`src/rtl/ptc_pkg.sv`:
```
package ptc_pkg;

    localparam int SSP_W   = 15;
    localparam int PP_W    = 8;
    localparam int RC_W    = 8;
    localparam int BYTE_W  = 8;
    localparam int CFG_AW  = 8;
    localparam int CFG_DW  = 32;

    localparam int RC_LSB     = 8;
    localparam int PP_LSB     = 16;
    localparam int HEN_BIT    = 24;
    localparam int OVR_BIT    = 7;

    typedef logic [SSP_W-1:0] ssp_t;
    typedef logic [PP_W-1:0]  pp_t;
    typedef logic [RC_W-1:0]  rc_t;

    typedef struct packed {
        logic hdr_en;
        pp_t  pp;
        ssp_t ssp;
    } ctx_entry_t;

    typedef enum logic [1:0] {
        PS_IDLE = 2'd0,
        PS_HDR  = 2'd1,
        PS_BODY = 2'd2
    } pstate_t;

    function automatic ctx_entry_t cfg_to_ctx(input logic [CFG_DW-1:0] d);
        ctx_entry_t e;
        e.hdr_en = d[HEN_BIT];
        e.pp     = d[PP_LSB +: PP_W];
        e.ssp    = d[SSP_W-1:0];
        return e;
    endfunction

endpackage

```
`src/rtl/ptc_cfg_table.sv`:
```
module ptc_cfg_table #(
    parameter int AW = 4,
    parameter int W  = 8
) (
    input  logic          clk,
    input  logic          rst,
    input  logic          we,
    input  logic [AW-1:0] waddr,
    input  logic [W-1:0]  wdata,
    input  logic [AW-1:0] raddr,
    output logic [W-1:0]  rdata
);
    localparam int DEPTH = 1 << AW;

    logic [W-1:0] mem [DEPTH];

    always_ff @(posedge clk) begin
        if (rst) begin
            for (int i = 0; i < DEPTH; i++) mem[i] <= '0;
        end else if (we) begin
            mem[waddr] <= wdata;
        end
    end

    assign rdata = mem[raddr];
endmodule

```
`src/rtl/ptc_hdr_parser.sv`:
```
module ptc_hdr_parser
    import ptc_pkg::*;
#(
    parameter int PTC_W = 4
) (
    input  logic              clk,
    input  logic              rst,
    input  logic              in_valid,
    input  logic              in_sop,
    input  logic              in_eop,
    input  logic [BYTE_W-1:0] in_data,
    input  logic [PTC_W-1:0]  lk_ptc,
    input  rc_t               lk_reasm,
    input  ctx_entry_t        lk_ent,
    output logic              out_valid,
    output logic              out_sop,
    output logic              out_eop,
    output logic [BYTE_W-1:0] out_data,
    output logic [PTC_W-1:0]  out_ptc,
    output rc_t               out_reasm,
    output ssp_t              out_ssp,
    output pp_t               out_pp
);
    pstate_t state;
    logic    pend_sop;
    logic    ovr;

    always_ff @(posedge clk) begin
        if (rst) begin
            state     <= PS_IDLE;
            pend_sop  <= 1'b0;
            ovr       <= 1'b0;
            out_valid <= 1'b0;
            out_sop   <= 1'b0;
            out_eop   <= 1'b0;
            out_data  <= '0;
            out_ptc   <= '0;
            out_reasm <= '0;
            out_ssp   <= '0;
            out_pp    <= '0;
        end else begin
            out_valid <= 1'b0;
            out_sop   <= 1'b0;
            out_eop   <= 1'b0;
            if (in_valid) begin
                if (in_sop) begin
                    out_ptc   <= lk_ptc;
                    out_reasm <= lk_reasm;
                    out_ssp   <= lk_ent.ssp;
                    out_pp    <= lk_ent.pp;
                    pend_sop  <= 1'b0;
                    if (lk_ent.hdr_en) begin
                        ovr   <= in_data[OVR_BIT];
                        state <= in_eop ? PS_IDLE : PS_HDR;
                    end else begin
                        out_valid <= 1'b1;
                        out_sop   <= 1'b1;
                        out_eop   <= in_eop;
                        out_data  <= in_data;
                        state     <= in_eop ? PS_IDLE : PS_BODY;
                    end
                end else begin
                    case (state)
                        PS_HDR: begin
                            if (ovr) out_pp <= in_data;
                            pend_sop <= !in_eop;
                            state    <= in_eop ? PS_IDLE : PS_BODY;
                        end
                        PS_BODY: begin
                            out_valid <= 1'b1;
                            out_sop   <= pend_sop;
                            out_eop   <= in_eop;
                            out_data  <= in_data;
                            pend_sop  <= 1'b0;
                            if (in_eop) state <= PS_IDLE;
                        end
                        default: ;
                    endcase
                end
            end
        end
    end
endmodule

```
`src/rtl/ptc_mapper.sv`:
```
module ptc_mapper
    import ptc_pkg::*;
#(
    parameter int IF_W  = 2,
    parameter int CH_W  = 2,
    parameter int PTC_W = 4
) (
    input  logic              clk,
    input  logic              rst,
    input  logic              in_valid,
    input  logic              in_sop,
    input  logic              in_eop,
    input  logic [7:0]        in_data,
    input  logic [IF_W-1:0]   in_intf,
    input  logic [CH_W-1:0]   in_chan,
    input  logic              cfg_we,
    input  logic              cfg_tbl,
    input  logic [7:0]        cfg_addr,
    input  logic [31:0]       cfg_data,
    output logic              out_valid,
    output logic              out_sop,
    output logic              out_eop,
    output logic [7:0]        out_data,
    output logic [PTC_W-1:0]  out_ptc,
    output logic [7:0]        out_reasm,
    output logic [14:0]       out_ssp,
    output logic [7:0]        out_pp
);
    localparam int SRC_W = IF_W + CH_W;
    localparam int L1_W  = PTC_W + RC_W;
    localparam int L2_W  = $bits(ctx_entry_t);

    logic [SRC_W-1:0] src_idx;
    logic [L1_W-1:0]  l1_wdata, l1_rdata;
    logic [L2_W-1:0]  l2_wdata, l2_rdata;
    logic [PTC_W-1:0] lk_ptc;
    rc_t              lk_reasm;
    ctx_entry_t       lk_ent;
    logic             unused_cfg_bits;

    assign src_idx  = {in_intf, in_chan};
    assign l1_wdata = {cfg_data[RC_LSB +: RC_W], cfg_data[PTC_W-1:0]};
    assign l2_wdata = cfg_to_ctx(cfg_data);
    assign unused_cfg_bits = ^{cfg_data[CFG_DW-1:HEN_BIT+1], cfg_addr};

    ptc_cfg_table #(.AW(SRC_W), .W(L1_W)) src_tbl_i (
        .clk   (clk),
        .rst   (rst),
        .we    (cfg_we && !cfg_tbl),
        .waddr (cfg_addr[SRC_W-1:0]),
        .wdata (l1_wdata),
        .raddr (src_idx),
        .rdata (l1_rdata)
    );

    assign lk_ptc   = l1_rdata[PTC_W-1:0];
    assign lk_reasm = l1_rdata[L1_W-1:PTC_W];

    ptc_cfg_table #(.AW(PTC_W), .W(L2_W)) ctx_tbl_i (
        .clk   (clk),
        .rst   (rst),
        .we    (cfg_we && cfg_tbl),
        .waddr (cfg_addr[PTC_W-1:0]),
        .wdata (l2_wdata),
        .raddr (lk_ptc),
        .rdata (l2_rdata)
    );

    assign lk_ent = ctx_entry_t'(l2_rdata);

    ptc_hdr_parser #(.PTC_W(PTC_W)) parser_i (
        .clk       (clk),
        .rst       (rst),
        .in_valid  (in_valid),
        .in_sop    (in_sop),
        .in_eop    (in_eop),
        .in_data   (in_data),
        .lk_ptc    (lk_ptc),
        .lk_reasm  (lk_reasm),
        .lk_ent    (lk_ent),
        .out_valid (out_valid),
        .out_sop   (out_sop),
        .out_eop   (out_eop),
        .out_data  (out_data),
        .out_ptc   (out_ptc),
        .out_reasm (out_reasm),
        .out_ssp   (out_ssp),
        .out_pp    (out_pp)
    );
endmodule

```
`config.mk`:
```
export PLATFORM = sky130hd
export DESIGN_NAME = ptc_mapper
export DESIGN_NICKNAME = d
export VERILOG_FILES = /design/src/rtl/ptc_pkg.sv /design/src/rtl/ptc_cfg_table.sv /design/src/rtl/ptc_hdr_parser.sv /design/src/rtl/ptc_mapper.sv
export SDC_FILE = /design/constraint.sdc
export NUM_CORES = 1
export LEC_CHECK = 0
export BUFFER_PORTS_ARGS = -buffer_cell sky130_fd_sc_hd__buf_4
export CAP_MARGIN = 10
export CORE_MARGIN = 4
export CORE_UTILIZATION = 54
export CTS_BUF_LIST = sky130_fd_sc_hd__clkbuf_2
export CTS_CLUSTER_DIAMETER = 150
export DETAILED_ROUTE_END_ITERATION = 6
export GPL_ROUTABILITY_DRIVEN = 0
export MAX_ROUTING_LAYER = met4
export PLACE_DENSITY_LB_ADDON = 0.3
export SLEW_MARGIN = 20
export SYNTH_ARGS = -nofsm -noshare
export SYNTH_HDL_FRONTEND = slang
export SYNTH_SLANG_ARGS = --single-unit
```
`constraint.sdc`:
```
create_clock -name clk -period 3.45 [get_ports clk]
set_input_delay 0.69 -clock clk [delete_from_list [all_inputs] [get_ports clk]]
set_output_delay 0.69 -clock clk [all_outputs]
set_load 0.05 [all_outputs]
```
Word level (Yosys, flattened, before mapping)
Memory sizes are Yosys's and may differ from the RTL's. Index checks and enable logic that the tools add are counted.

$add $sub $neg: 0. Multipliers: 0. Divide/modulo/power cells: 0. Order comparisons: 0. Equality and inequality tests: 4. Shifts and indexed selects: 0. Muxes and demuxes: 36. Bitwise operators: 1. Reduce and logical (&&, ||, !) cells: 17.

Operator list (number): 8-bit two-way mux (6); 24-bit two-way mux (1); 24-bit OR reduction (1); 1-bit two-way mux (20); 12-bit two-way mux (1); 3-bit AND reduction (4); 12-bit OR reduction (1); 2-bit two-way mux (4); 4-bit two-way mux (2); 2-bit nonzero test (3); 2-bit case mux with 2 select lines (1); 2-bit AND reduction (2); 3-bit != test, second input constant (1); 3-bit nonzero test (1); 2-bit by 1-bit equality test with 1-bit output, second input constant (1); 2-bit equality test, second input constant (1); 1-bit logical AND (2); 1-bit zero test (2); 2-bit != test, second input constant (1); 1-bit case mux with 2 select lines (1); 2-bit OR reduction (1); 1-bit NOT (1).

Flip-flop bits (word level): 50. Latch bits: 0. Memory bits (writable): 576. ROM bits: 0. Input port bits: 59. Output and inout bits: 46. Word-level logic and storage cells: 71. Memories kept: 2.

Memories: ctx_tbl_i.mem (depth 16, bits a word 24, read ports 1, clocked after memory_dff 0, wr ports 16, line ptc_cfg_table.sv:15) `logic [W-1:0] mem [DEPTH];`; src_tbl_i.mem (depth 16, bits a word 12, read ports 1, clocked after memory_dff 0, wr ports 16, line ptc_cfg_table.sv:15).

Depth between registers and ports, before layout
Gate-level depths: netlist of the first run.

Depth after elaboration: 7. Depth in mapped cells: 14. Depth with buffers taken out: 8.

Hierarchy
Synthesis of the first run repeated with hierarchy kept, for this count alone.

Cells, all modules: 1856. Area, all modules: 27978.1 µm².

Modules (own cells, without submodules): ptc_cfg_table (ctx_tbl_i) (times used 1, cells an instance 1070, area an instance 17226.5 µm², seq. area each 11531.1 µm²); ptc_cfg_table (src_tbl_i) (times used 1, cells an instance 555, area an instance 8707.1 µm², seq. area each 5765.5 µm²); ptc_hdr_parser (times used 1, cells an instance 229, area an instance 2028.2 µm², seq. area each 1001.0 µm²); ptc_mapper (times used 1, cells an instance 2, area an instance 16.3 µm², seq. area each 0.0 µm²).

Worst setup path before layout of the first run
No wires, ideal clock.

Path type: input-to-reg. Start point: in in_chan[1]. End point: reg parser_i.out_data[7]. Setup time: 0.119 ns. Data arrival time: 3.221 ns. Required time: 3.331 ns. Setup slack: 0.110 ns. Stages on the path: 11. Buffers on the path: 3. Cell sequence: buf_6 > buf_6 > mux4_2 > mux2i_4 > mux2_2 > o2111a_1 > o41ai_2 > o21ai_2 > a22o_1 > buf_6 > mux2i_1.

Longest elaborated chain between the ends: 4.

RTL lines: start: declaration (line ptc_mapper.sv:15) `input logic [CH_W-1:0] in_chan,`; memory 16 x 12 bit; memory 16 x 24 bit; 2-bit != test (no line); 3-bit AND reduction (no line); end signal: assignment (line ptc_hdr_parser.sv:59) `out_data <= in_data;`; end signal: assignment (line ptc_hdr_parser.sv:73) `out_data <= in_data;`; end: declaration (line ptc_hdr_parser.sv:18) `output logic [BYTE_W-1:0] out_data,`.

No other way between the ends. A chain may end at the register's enable or synchronous reset.

Final worst setup path of the first run
Start point: mem src_tbl_i.mem[12][2] (netlist name). End point: reg parser_i.out_data[3].

Longest elaborated chain between the ends: 4.

RTL lines (line): start: declaration (ptc_cfg_table.sv:15); memory 16 x 12 bit; memory 16 x 24 bit; 2-bit != test (no line); 3-bit AND reduction (no line).

No other way between the ends.

==> results of run 1 <==
-- cell usage after synthesis, drive strengths merged (27+ instances only) --
library cell / count
and2: 577
mux4: 110
a21oi: 27
edfxtp: 576
mux2i: 84
dfxtp: 50
buf: 35
clkbuf: 135
nand2: 69
nor2: 69
or2: 35
-- sequential cells by signal (all words and copies together), names as in the netlist, 2 cells and up --
name / count
parser_i.out_ssp: 15
parser_i.out_reasm: 8
ctx_tbl_i.mem: 384
parser_i.out_ptc: 4
src_tbl_i.mem: 192
parser_i.state: 2
parser_i.out_pp: 8
parser_i.out_data: 8
-- worst min-delay path, stage by stage --
cell and delay, ns:
buf_4 0.15, mux4_2 0.31, buf_4 0.14, nand2_1 0.05
a21oi_1 0.10
-- cell type report --
cell class,instances,area share (%)
tap,680,2.66
timing repair buffer,240,6.54
antenna,5,0.0391
multi-input combinational,1165,29.2
clock inverter,22,0.547
sequential,626,57.1
inverter,6,0.0703
clock buffer,247,3.86
-- power groups by stage --
stage	logic (mW)	clock network [mW]	registers (mW)
after floorplan	1.20	0	9.06
after global placement	2.13	0	8.95
after detailed placement	2.15	0	8.98
after CTS	2.19	5.16	8.81
after global routing	2.31	5.58	8.84
final	2.19	5.03	8.81
-- final timing paths --
kind,slack (ns),end,cells past startpoint
worst max register to register,0.17,parser_i.out_data[3]$_SDFFE_PP0P_,10
worst min register to register,0.46,parser_i.out_reasm[5]$_SDFFE_PP0P_,2
worst min-delay path,0.22,parser_i.out_ptc[3]$_SDFFE_PP0P_,5
worst max-delay path,0.17,parser_i.out_data[3]$_SDFFE_PP0P_,10
-- logic make-up after synthesis --
kind of cell / Yosys count / share of synthesized area (%)
mux: 211 / 12.4
compound gates: 128 / 3.47
flops: 626 / 64.5
simple gates: 826 / 17.0
buf+inv: 176 / 2.67
-- cells in the final DEF (no fill, tap or decap), drive strengths merged, types with 35 or more instances in the layout --
cell type	n
and2	577
or2	35
buf	203
mux4	110
mux2i	84
nand2	69
clkbuf	247
dlygate4sd3	37
dfxtp	50
edfxtp	576
nor2	69
-- layer usage --
layer	global-route usage (%)	routed length, um
met3	5.96	5450
met5	-	0
met4	7.63	1430
met2	40.3	33700
met1	33.9	28800
-- metrics by stage --
| step | setup TNS (ns) | instances | total power [mW] | utilization (%) |
|---|---|---|---|---|
| final | 0 | 2991 | 16.0 | 61.9 |
| after global routing | 0 | 2991 | 16.7 | 61.9 |
| after CTS | 0 | 2986 | 16.2 | 61.9 |
| after detailed placement | -10.03 | 2680 | 11.1 | 58.5 |
| after global placement | -9.94 | 2680 | 11.1 | 58.5 |
| after floorplan | 0 | 1967 | 10.3 | - |
-- timing repair --
action,CTS,global route
endpoints found under the hold margin,626,0
endpoints found under the setup margin,0,0
hold buffers,37,0
==> impl_metrics.prom, run 1 <==
# TYPE chip_impl_metric gauge
chip_impl_metric{name="grt_max_degree",unit=""} 58
chip_impl_metric{name="netSwitchingFraction",unit="%"} 26.9
chip_impl_metric{name="syn_nets",unit=""} 2026
chip_impl_metric{name="numCtsBuffers",unit=""} 159
chip_impl_metric{name="wl_per_cell",unit="um"} 23.2
chip_impl_metric{name="post-place-ws",unit="ns"} -0.407
chip_impl_metric{name="synth-edff-count",unit=""} 576
chip_impl_metric{name="worst-path-buf-inv",unit=""} 2
chip_impl_metric{name="drv_slew",unit=""} 0
chip_impl_metric{name="critPathRequiredTime",unit="ns"} 4.58
chip_impl_metric{name="synth-seq-area-share",unit="%"} 64.5
chip_impl_metric{name="timing_hold_violations_final",unit=""} 0
chip_impl_info{name="clock_tree.root_cell",value="clkbuf_2"} 1
chip_impl_metric{name="synthToLayoutAreaGrowth",unit="%"} 12.8
chip_impl_info{name="ys_dominant_reg_cell",value="edfxtp_1"} 1
chip_impl_metric{name="power_report.internal_total",unit="mW"} 11.7
chip_impl_metric{name="worstPathMaxFanout",unit=""} 8
chip_impl_metric{name="yosysUniqueCellTypes",unit=""} 49
chip_impl_metric{name="worst_clock_skew",unit="ns"} 0.105
chip_impl_metric{name="power_frac_clock",unit="%"} 31.4
chip_impl_metric{name="power_density",unit="mW/mm^2"} 500
chip_impl_metric{name="area_of_the_multi_input_gates",unit="mm^2"} 0.00934
chip_impl_metric{name="finalSetupViolCount",unit=""} 0
chip_impl_info{name="setup_crit_start_kind",value="register"} 1
chip_impl_metric{name="final.hold.worst_slack",unit="ns"} 0.218
chip_impl_metric{name="ys.warnings.count",unit=""} 0
chip_impl_metric{name="floorplan.initialDensity",unit="%"} 54.9
chip_impl_metric{name="rows",unit=""} 83
chip_impl_metric{name="max_freq",unit="MHz"} 305
chip_impl_info{name="netlist.top_cell.by_area",value="edfxtp_1"} 1
chip_impl_info{name="cpLargestDelayFamily",value="multiplexers"} 1
chip_impl_metric{name="syn_avg_cell_area",unit="um^2"} 14.4
chip_impl_metric{name="viasPerCell",unit=""} 5.77
chip_impl_info{name="hp-class",value="in -> reg"} 1
chip_impl_metric{name="clk_transition_reported_paths",unit="ns"} 0.10
chip_impl_info{name="path_class",value="reg -> reg"} 1
chip_impl_metric{name="post_cts_buffers",unit=""} 0
chip_impl_info{name="timing.critical_path.from",value="src_tbl_i.mem[12][2]$_SDFFCE_PN0P_"} 1
chip_impl_metric{name="grt_antenna_before_repair",unit=""} 7
chip_impl_info{name="critical_path.slowest_cell",value="mux4_2"} 1
chip_impl_metric{name="vias_in_the_first_global_route",unit=""} 18000
chip_impl_metric{name="ratio_of_cells_with_drive_above_1_in_the_final_layout",unit="%"} 27.3
chip_impl_metric{name="comb_pwr_share",unit="%"} 13.7
chip_impl_metric{name="numClockSinks",unit=""} 626
chip_impl_metric{name="core_region_area",unit="mm^2"} 0.0517
chip_impl_metric{name="number_of_detailed_route_iterations_in_the_first_pass",unit=""} 5
chip_impl_metric{name="hpwlAfterDp",unit="um"} 43100
chip_impl_metric{name="timing.final.ws_setup",unit="ns"} 0.172
chip_impl_metric{name="maxSlewHeadroom",unit="%"} 34.4
chip_impl_metric{name="detailedRoute.firstIterationViolations",unit=""} 1689
chip_impl_metric{name="seq_power_share",unit="%"} 54.9
chip_impl_metric{name="critical-path-max-stage-delay",unit="ns"} 0.55
chip_impl_info{name="status",value="finished clean"} 1
chip_impl_metric{name="die_width",unit="um"} 237
chip_impl_metric{name="gr-total-overflow",unit=""} 0
chip_impl_metric{name="synth_largest_type_area_fraction",unit="%"} 60.9
chip_impl_metric{name="drc",unit=""} 0
chip_impl_metric{name="final.min_clock_period",unit="ns"} 3.28
chip_impl_metric{name="htreeDepth",unit=""} 4
chip_impl_metric{name="p_sw",unit="mW"} 4.32
chip_impl_metric{name="worst_skew_pair.late_latency",unit="ns"} 1.29
chip_impl_metric{name="placed_cell_area",unit="mm^2"} 0.0302
chip_impl_info{name="worst_hold_startpoint",value="in_intf[0]"} 1
chip_impl_metric{name="power.leakage",unit="nW"} 11.9
chip_impl_metric{name="register_area",unit="mm^2"} 0.0183
chip_impl_metric{name="finalCritPeriodShare",unit="%"} 95.0
chip_impl_metric{name="max_slew.worst_pin.slew",unit="ns"} 0.980
chip_impl_metric{name="irDropWorstVdd",unit="mV"} 0.275
chip_impl_metric{name="cts-resized-gates",unit=""} 0
chip_impl_metric{name="route.final.wire_length",unit="um"} 69400
chip_impl_info{name="rsz0062_at_grt",value="false"} 1
chip_impl_metric{name="floorplan.die.height",unit="um"} 237
chip_impl_metric{name="arrival_time_of_the_worst_setup_path",unit="ns"} 4.41
chip_impl_info{name="synth.top_cells.by_area",value="edfxtp_1 61%, and2_1 13%, mux4_2 8.7%"} 1
chip_impl_metric{name="die_area",unit="mm^2"} 0.0563
chip_impl_metric{name="synth_seq_cells",unit=""} 626
chip_impl_info{name="reg2reg_from",value="src_tbl_i.mem[12][2]$_SDFFCE_PN0P_"} 1
chip_impl_metric{name="layout.filler_cells",unit=""} 3832
chip_impl_metric{name="finalInstanceArea",unit="mm^2"} 0.0320
chip_impl_metric{name="port_buffers",unit=""} 93
chip_impl_info{name="cp_cell_sequence",value="mux4_2 > mux4_2 > or2b_1 > a2111oi_0 > buf_4 > o41ai_2 > o21ai_2 > a22o_1 > buf_12 > mux2i_1"} 1
chip_impl_info{name="setup.worst_path.end_class",value="register"} 1
chip_impl_info{name="cts_tree",value="built"} 1
chip_impl_info{name="cpMostUsedCell",value="mux4_2"} 1
chip_impl_metric{name="grt_pass1_wl",unit="um"} 106000
chip_impl_metric{name="antenna_violating_nets_post_route",unit=""} 0
chip_impl_metric{name="ys_async_sr_fraction",unit="%"} 0
chip_impl_metric{name="top_level_ports",unit=""} 105
chip_impl_metric{name="cts-root-to-sink-buffers",unit=""} 3
chip_impl_metric{name="drv_cap",unit=""} 0
chip_impl_metric{name="grtUsageTotal",unit="%"} 25.7
chip_impl_metric{name="syn_area",unit="mm^2"} 0.0284
chip_impl_metric{name="synth_cells",unit=""} 1967
chip_impl_metric{name="finalNetCount",unit=""} 2257
chip_impl_metric{name="via_count",unit=""} 17300
Note: power is estimated with default switching activity, not from simulation.
==> run 2: changes to the inputs <==
ABC_AREA = 1   (was default)
CORE_MARGIN = 1.5   (was 4)
==> run 2 against run 1 <==
  * Sequential share of layout area rose by 1.3 points
  * Final area is 2.3% lower
  * First-iteration DRC count rose by 33%
  * Total power is 0.26% lower
  * Hold slack got worse by 0.074 ns
  * Utilization decreased by 0.67 points
  * Critical endpoint is now parser_i.out_data[4]$_SDFFE_PP0P_
  * Largest cell class unchanged
  * Largest power group unchanged
==> impl_metrics.prom, run 2 <==
# TYPE chip_impl_metric gauge
chip_impl_metric{name="power_total",unit="mW"} 16.0
chip_impl_metric{name="finalCritPeriodShare",unit="%"} 93.7
chip_impl_metric{name="rows",unit=""} 83
chip_impl_metric{name="ys_async_sr_fraction",unit="%"} 0
chip_impl_metric{name="drv_cap",unit=""} 0
chip_impl_metric{name="yosysUniqueCellTypes",unit=""} 34
chip_impl_metric{name="detailroute.wirelength.met2",unit="um"} 37500
chip_impl_info{name="rsz0062_at_grt",value="false"} 1
chip_impl_metric{name="largest_reg_flops",unit=""} 384
chip_impl_metric{name="port_buffers",unit=""} 93
chip_impl_info{name="synthTopCellsByCount",value="758 x nor2_1, 576 x edfxtp_1, 350 x nand2_1"} 1
chip_impl_metric{name="numClockSinks",unit=""} 626
chip_impl_metric{name="layout.filler_cells",unit=""} 4267
chip_impl_metric{name="via_count",unit=""} 21500
chip_impl_metric{name="synth-simple-area-share",unit="%"} 19.6
chip_impl_info{name="synth.top_cells.by_area",value="edfxtp_1 62%, nor2_1 10%, nand2_1 4.7%"} 1
chip_impl_metric{name="syn_nets",unit=""} 2775
chip_impl_metric{name="cts-resized-gates",unit=""} 0
chip_impl_info{name="cpMostUsedCell",value="nand3_1"} 1
chip_impl_info{name="largest-register",value="ctx_tbl_i.mem"} 1
chip_impl_metric{name="hpwlAfterDp",unit="um"} 44700
chip_impl_metric{name="grtUsageTotal",unit="%"} 29.4
chip_impl_info{name="final_common_cell",value="nor2_1"} 1
chip_impl_metric{name="maxSlewHeadroom",unit="%"} 35.4
chip_impl_info{name="reg2reg_from",value="src_tbl_i.mem[7][1]$_SDFFCE_PN0P_"} 1
chip_impl_metric{name="critical-path-max-stage-delay",unit="ns"} 0.79
chip_impl_info{name="critical_path.slowest_cell",value="dlygate4sd3_1"} 1
chip_impl_metric{name="layoutNonFillerInstCount",unit=""} 3712
chip_impl_info{name="layout.cells.most_common_list",value="758 x nor2_1, 576 x edfxtp_1, 349 x nand2_1"} 1
chip_impl_metric{name="top_level_ports",unit=""} 105
chip_impl_metric{name="finalSetupViolCount",unit=""} 0
chip_impl_metric{name="number_of_detailed_route_iterations_in_the_first_pass",unit=""} 7
chip_impl_metric{name="finalNetCount",unit=""} 2961
chip_impl_metric{name="numCtsBuffers",unit=""} 154
chip_impl_info{name="netlist.top_cell.by_area",value="edfxtp_1"} 1
chip_impl_metric{name="routedLengthMet1",unit="um"} 27800
chip_impl_metric{name="viasPerCell",unit=""} 5.79
chip_impl_info{name="setup.worst_path.end_class",value="register"} 1
chip_impl_metric{name="final.hold.worst_slack",unit="ns"} 0.143
chip_impl_metric{name="grt_antenna_before_repair",unit=""} 2
chip_impl_metric{name="grt_max_degree",unit=""} 76
chip_impl_info{name="worst_hold_startpoint",value="cfg_data[2]"} 1
chip_impl_metric{name="die_width",unit="um"} 230
chip_impl_metric{name="synth_fa_ha_area_share",unit="%"} 0
chip_impl_metric{name="floorplan.initialDensity",unit="%"} 54.4
chip_impl_info{name="setup_crit_start_kind",value="register"} 1
chip_impl_metric{name="die_area",unit="mm^2"} 0.0529
chip_impl_metric{name="detailedRoute.firstIterationViolations",unit=""} 2251
chip_impl_info{name="cp_cell_sequence",value="nand2_1 > nand3_1 > nand3_1 > nand3_1 > nand2_2 > clkinv_2 > buf_4 > nand3_1 > nand3_1 > nand3_2 > nand3_4 > nand3_4 > dlygate4sd3_1 > nand2_1 > inv_1 > nor2_1"} 1
chip_impl_info{name="cpLargestDelayFamily",value="buffers and inverters"} 1
chip_impl_metric{name="register_area",unit="mm^2"} 0.0183
chip_impl_metric{name="htreeDepth",unit=""} 4
chip_impl_info{name="cts_tree",value="built"} 1
chip_impl_metric{name="ys.warnings.count",unit=""} 0
chip_impl_metric{name="power_density",unit="mW/mm^2"} 511
chip_impl_metric{name="ratio_of_cells_with_drive_above_1_in_the_final_layout",unit="%"} 16.7
chip_impl_metric{name="cts.hold.buffers_added",unit=""} 63
chip_impl_metric{name="wl_per_cell",unit="um"} 20.2
chip_impl_info{name="hp-class",value="in -> reg"} 1
chip_impl_metric{name="cts-root-to-sink-buffers",unit=""} 3
chip_impl_metric{name="synth-xor-area-share",unit="%"} 0
chip_impl_metric{name="drv_slew",unit=""} 0
chip_impl_metric{name="route.final.wire_length",unit="um"} 75100
chip_impl_metric{name="synth-seq-area-share",unit="%"} 65.8
chip_impl_metric{name="critPathRequiredTime",unit="ns"} 4.66
chip_impl_metric{name="synth_compound_area_share",unit="%"} 9.20
chip_impl_metric{name="max_freq",unit="MHz"} 309
chip_impl_metric{name="syn_avg_cell_area",unit="um^2"} 10.2
chip_impl_metric{name="synth-edff-count",unit=""} 576
chip_impl_metric{name="synth_cells",unit=""} 2716
chip_impl_metric{name="finalCoreUtilization",unit="%"} 61.3
chip_impl_info{name="highest_layer",value="met4"} 1
chip_impl_metric{name="power.leakage",unit="nW"} 12.4
chip_impl_metric{name="drc",unit=""} 0
chip_impl_info{name="biggestRegsByFlops",value="ctx_tbl_i.mem: 384 flops, src_tbl_i.mem: 192 flops, parser_i.out_ssp: 15 flops"} 1
chip_impl_info{name="clock_tree.root_cell",value="clkbuf_2"} 1
chip_impl_metric{name="syn_area",unit="mm^2"} 0.0278
chip_impl_metric{name="worst_skew_pair.late_latency",unit="ns"} 1.34
chip_impl_metric{name="final.min_clock_period",unit="ns"} 3.23
chip_impl_metric{name="post_cts_buffers",unit=""} 0
chip_impl_metric{name="max_slew.worst_pin.slew",unit="ns"} 0.966
chip_impl_metric{name="irDropWorstVdd",unit="mV"} 0.262
chip_impl_metric{name="core_region_area",unit="mm^2"} 0.0511
chip_impl_info{name="timing.critical_path.from",value="src_tbl_i.mem[7][1]$_SDFFCE_PN0P_"} 1
chip_impl_metric{name="synthToLayoutAreaGrowth",unit="%"} 12.5
chip_impl_metric{name="vias_in_the_first_global_route",unit=""} 21300
chip_impl_metric{name="synth_largest_type_area_fraction",unit="%"} 62.2
chip_impl_metric{name="area_of_the_multi_input_gates",unit="mm^2"} 0.00801
chip_impl_metric{name="synth.area.mux_share",unit="%"} 0
chip_impl_metric{name="numPlacedInstances",unit=""} 3363
chip_impl_metric{name="met3_routed_length",unit="um"} 7060
chip_impl_metric{name="synth_seq_cells",unit=""} 626
chip_impl_metric{name="timing_hold_violations_final",unit=""} 0
chip_impl_metric{name="antenna_violating_nets_post_route",unit=""} 0
chip_impl_info{name="synth_top_family_by_area",value="simple AND/OR/NAND/NOR gates"} 1
chip_impl_metric{name="clk_transition_reported_paths",unit="ns"} 0.12
chip_impl_metric{name="arrival_time_of_the_worst_setup_path",unit="ns"} 4.44
chip_impl_metric{name="final_setup_tns",unit="ns"} 0
chip_impl_metric{name="grt_pass1_wl",unit="um"} 114000
chip_impl_info{name="status",value="finished clean"} 1
chip_impl_metric{name="gr-total-overflow",unit=""} 0
chip_impl_metric{name="floorplan.die.height",unit="um"} 230
chip_impl_metric{name="worstPathMaxFanout",unit=""} 15
chip_impl_info{name="yosysMostFrequentCell",value="nor2_1"} 1
chip_impl_metric{name="worst-path-buf-inv",unit=""} 4
chip_impl_metric{name="worst_clock_skew",unit="ns"} 0.0918
chip_impl_info{name="ys_dominant_reg_cell",value="edfxtp_1"} 1
chip_impl_info{name="path_class",value="reg -> reg"} 1
[run 2: logic make-up after synthesis]
logic type | count (synthesis)
buf+inv | 352
compound gates | 402
flops | 626
simple gates | 1336
[run 2: worst reg2reg max path, stage by stage, from the launching register on]
cell and delay [ns]:
edfxtp_1 0.36, nand2_1 0.07, nand3_1 0.08, nand3_1 0.16
nand3_1 0.14, nand2_2 0.15, clkinv_2 0.27, buf_4 0.30
nand3_1 0.09, nand3_1 0.09, nand3_2 0.15, nand3_4 0.16
nand3_4 0.08, dlygate4sd3_1 0.79, nand2_1 0.10, inv_1 0.07
nor2_1 0.04
[run 2: final timing paths]
path                            cells after the start                                 to  slack [ns]
worst max-delay path                               16  parser_i.out_data[4]$_SDFFE_PP0P_        0.22
worst min-delay path                                3  ctx_tbl_i.mem[6][2]$_SDFFCE_PN0P_        0.14
worst max register to register                     16  parser_i.out_data[4]$_SDFFE_PP0P_        0.22
worst min register to register                      2        parser_i.out_sop$_SDFF_PP0_        0.49
[run 2: area by class of cell]
type / count / area share (%)
timing repair buffer: 256 / 7.00
inverter: 126 / 1.53
sequential: 626 / 58.5
clock buffer: 239 / 3.82
multi-input combinational: 1738 / 25.6
antenna: 4 / 0.0320
clock inverter: 43 / 0.840
tap: 680 / 2.72
[run 2: through the flow]
step	instance area, um^2	setup slack (ns)
floorplan	27800	0.840
detailed placement	29200	0.126
global placement	29200	0.175
global route	31300	0.00876
CTS	31300	0.251
finish	31300	0.217
[run 2: metal layers]
layer,up-vias,track usage (%)
li1,9795,-
met1,10300,34.8
met2,1159,48.5
met3,222,6.61
met4,0,12.8
met5,-,-
[run 2: report_power, final]
part	internal (mW)	switching (mW)	leakage, nW
Combinational	0.641	1.48	5.39
Clock	2.07	3.00	1.12
Sequential	8.67	0.130	5.89
==> run 3: changes to the inputs <==
BUFFER_PORTS_ARGS = -buffer_cell sky130_fd_sc_hd__clkbuf_2   (was -buffer_cell sky130_fd_sc_hd__buf_4)
==> run 3 against run 2 <==
  * Wire length down 2.3%
  * Hold slack better by 0.0051 ns
  * First-iteration DRC count up 15%
  * Clock skew down 0.0097 ns
  * Global-route usage down 0.90 points
  * Sequential power about the same
  * Critical path depth down 1
  * Setup slack better by 0.31 ns
  * Non-clock buffer count down 49
  * Final area down 2.5%
  * Largest cell class unchanged
==> impl_metrics.prom, run 3 (synthesis gave the netlist of run 2 again) <==
# TYPE chip_impl_metric gauge
chip_impl_metric{name="timing_hold_violations_final",unit=""} 0
chip_impl_metric{name="post_cts_buffers",unit=""} 0
chip_impl_metric{name="hpwlAfterDp",unit="um"} 43300
chip_impl_info{name="cp-endpoint",value="parser_i.out_eop$_SDFF_PP0_"} 1
chip_impl_metric{name="critPathRequiredTime",unit="ns"} 4.50
chip_impl_metric{name="grt_antenna_before_repair",unit=""} 4
chip_impl_metric{name="die_width",unit="um"} 230
chip_impl_metric{name="port_buffers",unit=""} 93
chip_impl_metric{name="power_total",unit="mW"} 15.7
chip_impl_metric{name="core_region_area",unit="mm^2"} 0.0511
chip_impl_metric{name="worstPathMaxFanout",unit=""} 20
chip_impl_metric{name="finalNetCount",unit=""} 2913
chip_impl_metric{name="timing.final.ws_setup",unit="ns"} 0.525
chip_impl_metric{name="drv_cap",unit=""} 0
chip_impl_info{name="largest-register",value="ctx_tbl_i.mem"} 1
chip_impl_metric{name="drc",unit=""} 0
chip_impl_metric{name="drv_slew",unit=""} 0
chip_impl_metric{name="arrival_time_of_the_worst_setup_path",unit="ns"} 3.97
chip_impl_info{name="r2r_endpoint",value="parser_i.out_eop$_SDFF_PP0_"} 1
chip_impl_metric{name="grt_pass1_wl",unit="um"} 112000
chip_impl_metric{name="cts-root-to-sink-buffers",unit=""} 3
chip_impl_metric{name="detailedRoute.firstIterationViolations",unit=""} 2592
chip_impl_info{name="setup.worst_path.end_class",value="register"} 1
chip_impl_metric{name="viasPerCell",unit=""} 5.79
chip_impl_metric{name="max_slew.worst_pin.slew",unit="ns"} 0.931
chip_impl_info{name="layout.cells.most_common_list",value="758 x nor2_1, 576 x edfxtp_1, 349 x nand2_1"} 1
chip_impl_metric{name="post-place-ws",unit="ns"} 0.140
chip_impl_info{name="cts_tree",value="built"} 1
chip_impl_metric{name="maxSlewHeadroom",unit="%"} 38.0
chip_impl_metric{name="ratio_of_cells_with_drive_above_1_in_the_final_layout",unit="%"} 16.7
chip_impl_metric{name="grt_max_degree",unit=""} 75
chip_impl_metric{name="htreeDepth",unit=""} 4
chip_impl_metric{name="floorplan.initialDensity",unit="%"} 54.4
chip_impl_metric{name="worst_clock_skew",unit="ns"} 0.0821
chip_impl_metric{name="wl_per_cell",unit="um"} 20.1
chip_impl_info{name="worst_hold_startpoint",value="cfg_data[7]"} 1
chip_impl_info{name="biggestRegsByFlops",value="ctx_tbl_i.mem: 384 flops, src_tbl_i.mem: 192 flops, parser_i.out_ssp: 15 flops"} 1
chip_impl_metric{name="numClockSinks",unit=""} 626
chip_impl_info{name="clock_tree.root_cell",value="clkbuf_2"} 1
chip_impl_metric{name="rrSetupSlack",unit="ns"} 0.52
chip_impl_metric{name="final_setup_tns",unit="ns"} 0
chip_impl_metric{name="antenna_violating_nets_post_route",unit=""} 0
chip_impl_metric{name="clk_transition_reported_paths",unit="ns"} 0.11
chip_impl_metric{name="gr-total-overflow",unit=""} 0
chip_impl_metric{name="finalCritPeriodShare",unit="%"} 84.8
chip_impl_info{name="status",value="finished clean"} 1
chip_impl_metric{name="max_freq",unit="MHz"} 342
chip_impl_metric{name="route.final.wire_length",unit="um"} 73300
chip_impl_info{name="rsz0062_at_grt",value="false"} 1
chip_impl_metric{name="finalSetupViolCount",unit=""} 0
chip_impl_metric{name="rows",unit=""} 83
chip_impl_metric{name="irDropWorstVdd",unit="mV"} 0.256
chip_impl_metric{name="final.min_clock_period",unit="ns"} 2.93
chip_impl_metric{name="worst_skew_pair.late_latency",unit="ns"} 1.15
chip_impl_metric{name="via_count",unit=""} 21100
chip_impl_metric{name="top_level_ports",unit=""} 105
chip_impl_info{name="reg2reg_from",value="src_tbl_i.mem[14][0]$_SDFFCE_PN0P_"} 1
chip_impl_info{name="hp-class",value="in -> reg"} 1
chip_impl_metric{name="number_of_detailed_route_iterations_in_the_first_pass",unit=""} 6
chip_impl_info{name="setup_crit_start_kind",value="register"} 1
chip_impl_metric{name="largest_reg_flops",unit=""} 384
chip_impl_info{name="path_class",value="reg -> reg"} 1
chip_impl_metric{name="r2r.worst_path.cells",unit=""} 15
chip_impl_metric{name="final.hold.worst_slack",unit="ns"} 0.148
chip_impl_metric{name="numCtsBuffers",unit=""} 155
chip_impl_info{name="final_common_cell",value="nor2_1"} 1
chip_impl_metric{name="die_area",unit="mm^2"} 0.0529
chip_impl_metric{name="power.leakage",unit="nW"} 12.1
chip_impl_metric{name="vias_in_the_first_global_route",unit=""} 20700
chip_impl_metric{name="grtUsageTotal",unit="%"} 28.5
chip_impl_metric{name="power_density",unit="mW/mm^2"} 513
chip_impl_metric{name="floorplan.die.height",unit="um"} 230
chip_impl_metric{name="synthToLayoutAreaGrowth",unit="%"} 9.74
chip_impl_info{name="timing.critical_path.from",value="src_tbl_i.mem[14][0]$_SDFFCE_PN0P_"} 1
-- run 3: cell count changes in the layout (fill, tap and decap cells not counted), sizes merged --
| cell | previous run | this run |
|---|---|---|
| buf | 193 | 99 |
| dlygate4sd3 | 63 | 16 |
| clkinv | 33 | 22 |
| bufinv | 3 | 2 |
| inv | 130 | 131 |
| clkbuf | 239 | 323 |
-- run 3: power by group --
group / switching, mW / leakage, nW / internal, mW / total [mW]
Clock: 2.88 / 1.05 / 1.91 / 4.80
Combinational: 1.47 / 5.13 / 0.586 / 2.06
Sequential: 0.125 / 5.89 / 8.67 / 8.80
-- run 3: final cells by class --
class                      instances  area, um^2
sequential                       626       18300
clock buffer                     231        1160
fill                            4220       20600
clock inverter                    32         191
timing repair buffer             207        1540
tap                              680         851
inverter                         126         479
multi-input combinational       1738        8010
antenna                            4        10.0
-- run 3: timing repair --
item	CTS	global route
gates resized for setup	0	0
endpoints found under the hold margin	23	0
hold buffers	16	0
-- run 3: metrics by stage --
step                      utilization, %  area (um^2)  cells
after floorplan                        -        27800   2716
after global placement              56.8        29000   3361
after detailed placement            56.8        29000   3361
after CTS                           59.7        30500   3640
after global routing                59.8        30500   3644
final                               59.8        30500   3644
-- run 3: worst min path at each step --
stage                     cells after the start                                end  slack (ns)
after floorplan                               2          parser_i.ovr$_SDFFE_PP0P_        0.44
after global placement                        2    parser_i.out_pp[3]$_SDFFE_PP0P_        0.46
after detailed placement                      2    parser_i.out_pp[4]$_SDFFE_PP0P_        0.46
after CTS                                     3  ctx_tbl_i.mem[3][7]$_SDFFCE_PN0P_        0.03
after global routing                          4  ctx_tbl_i.mem[3][1]$_SDFFCE_PN0P_        0.07
final                                         3  ctx_tbl_i.mem[3][7]$_SDFFCE_PN0P_        0.15
-- run 3: routing by layer --
layer | share of wire [%] | track usage [%] | up-vias
met1 | 38 | 35.0 | 10100
met5 | 0 | - | -
met2 | 49 | 45.9 | 1149
li1 | - | - | 9675
met4 | 3.2 | 13.3 | 0
met3 | 9.3 | 5.47 | 205
-- run 3: critical path, stage by stage, from the launching register on --
cell and delay [ns]:
edfxtp_1 0.38, inv_1 0.06, nand2_1 0.05, nand3_1 0.08, nand3_1 0.16, nand3_4 0.25
nand2_8 0.15, buf_4 0.24, nand2_1 0.09, nand3_1 0.07, nand3_1 0.10, nand3_2 0.16
nand3_4 0.20, nand3_4 0.15, nor3_1 0.16, dlygate4sd3_1 0.56
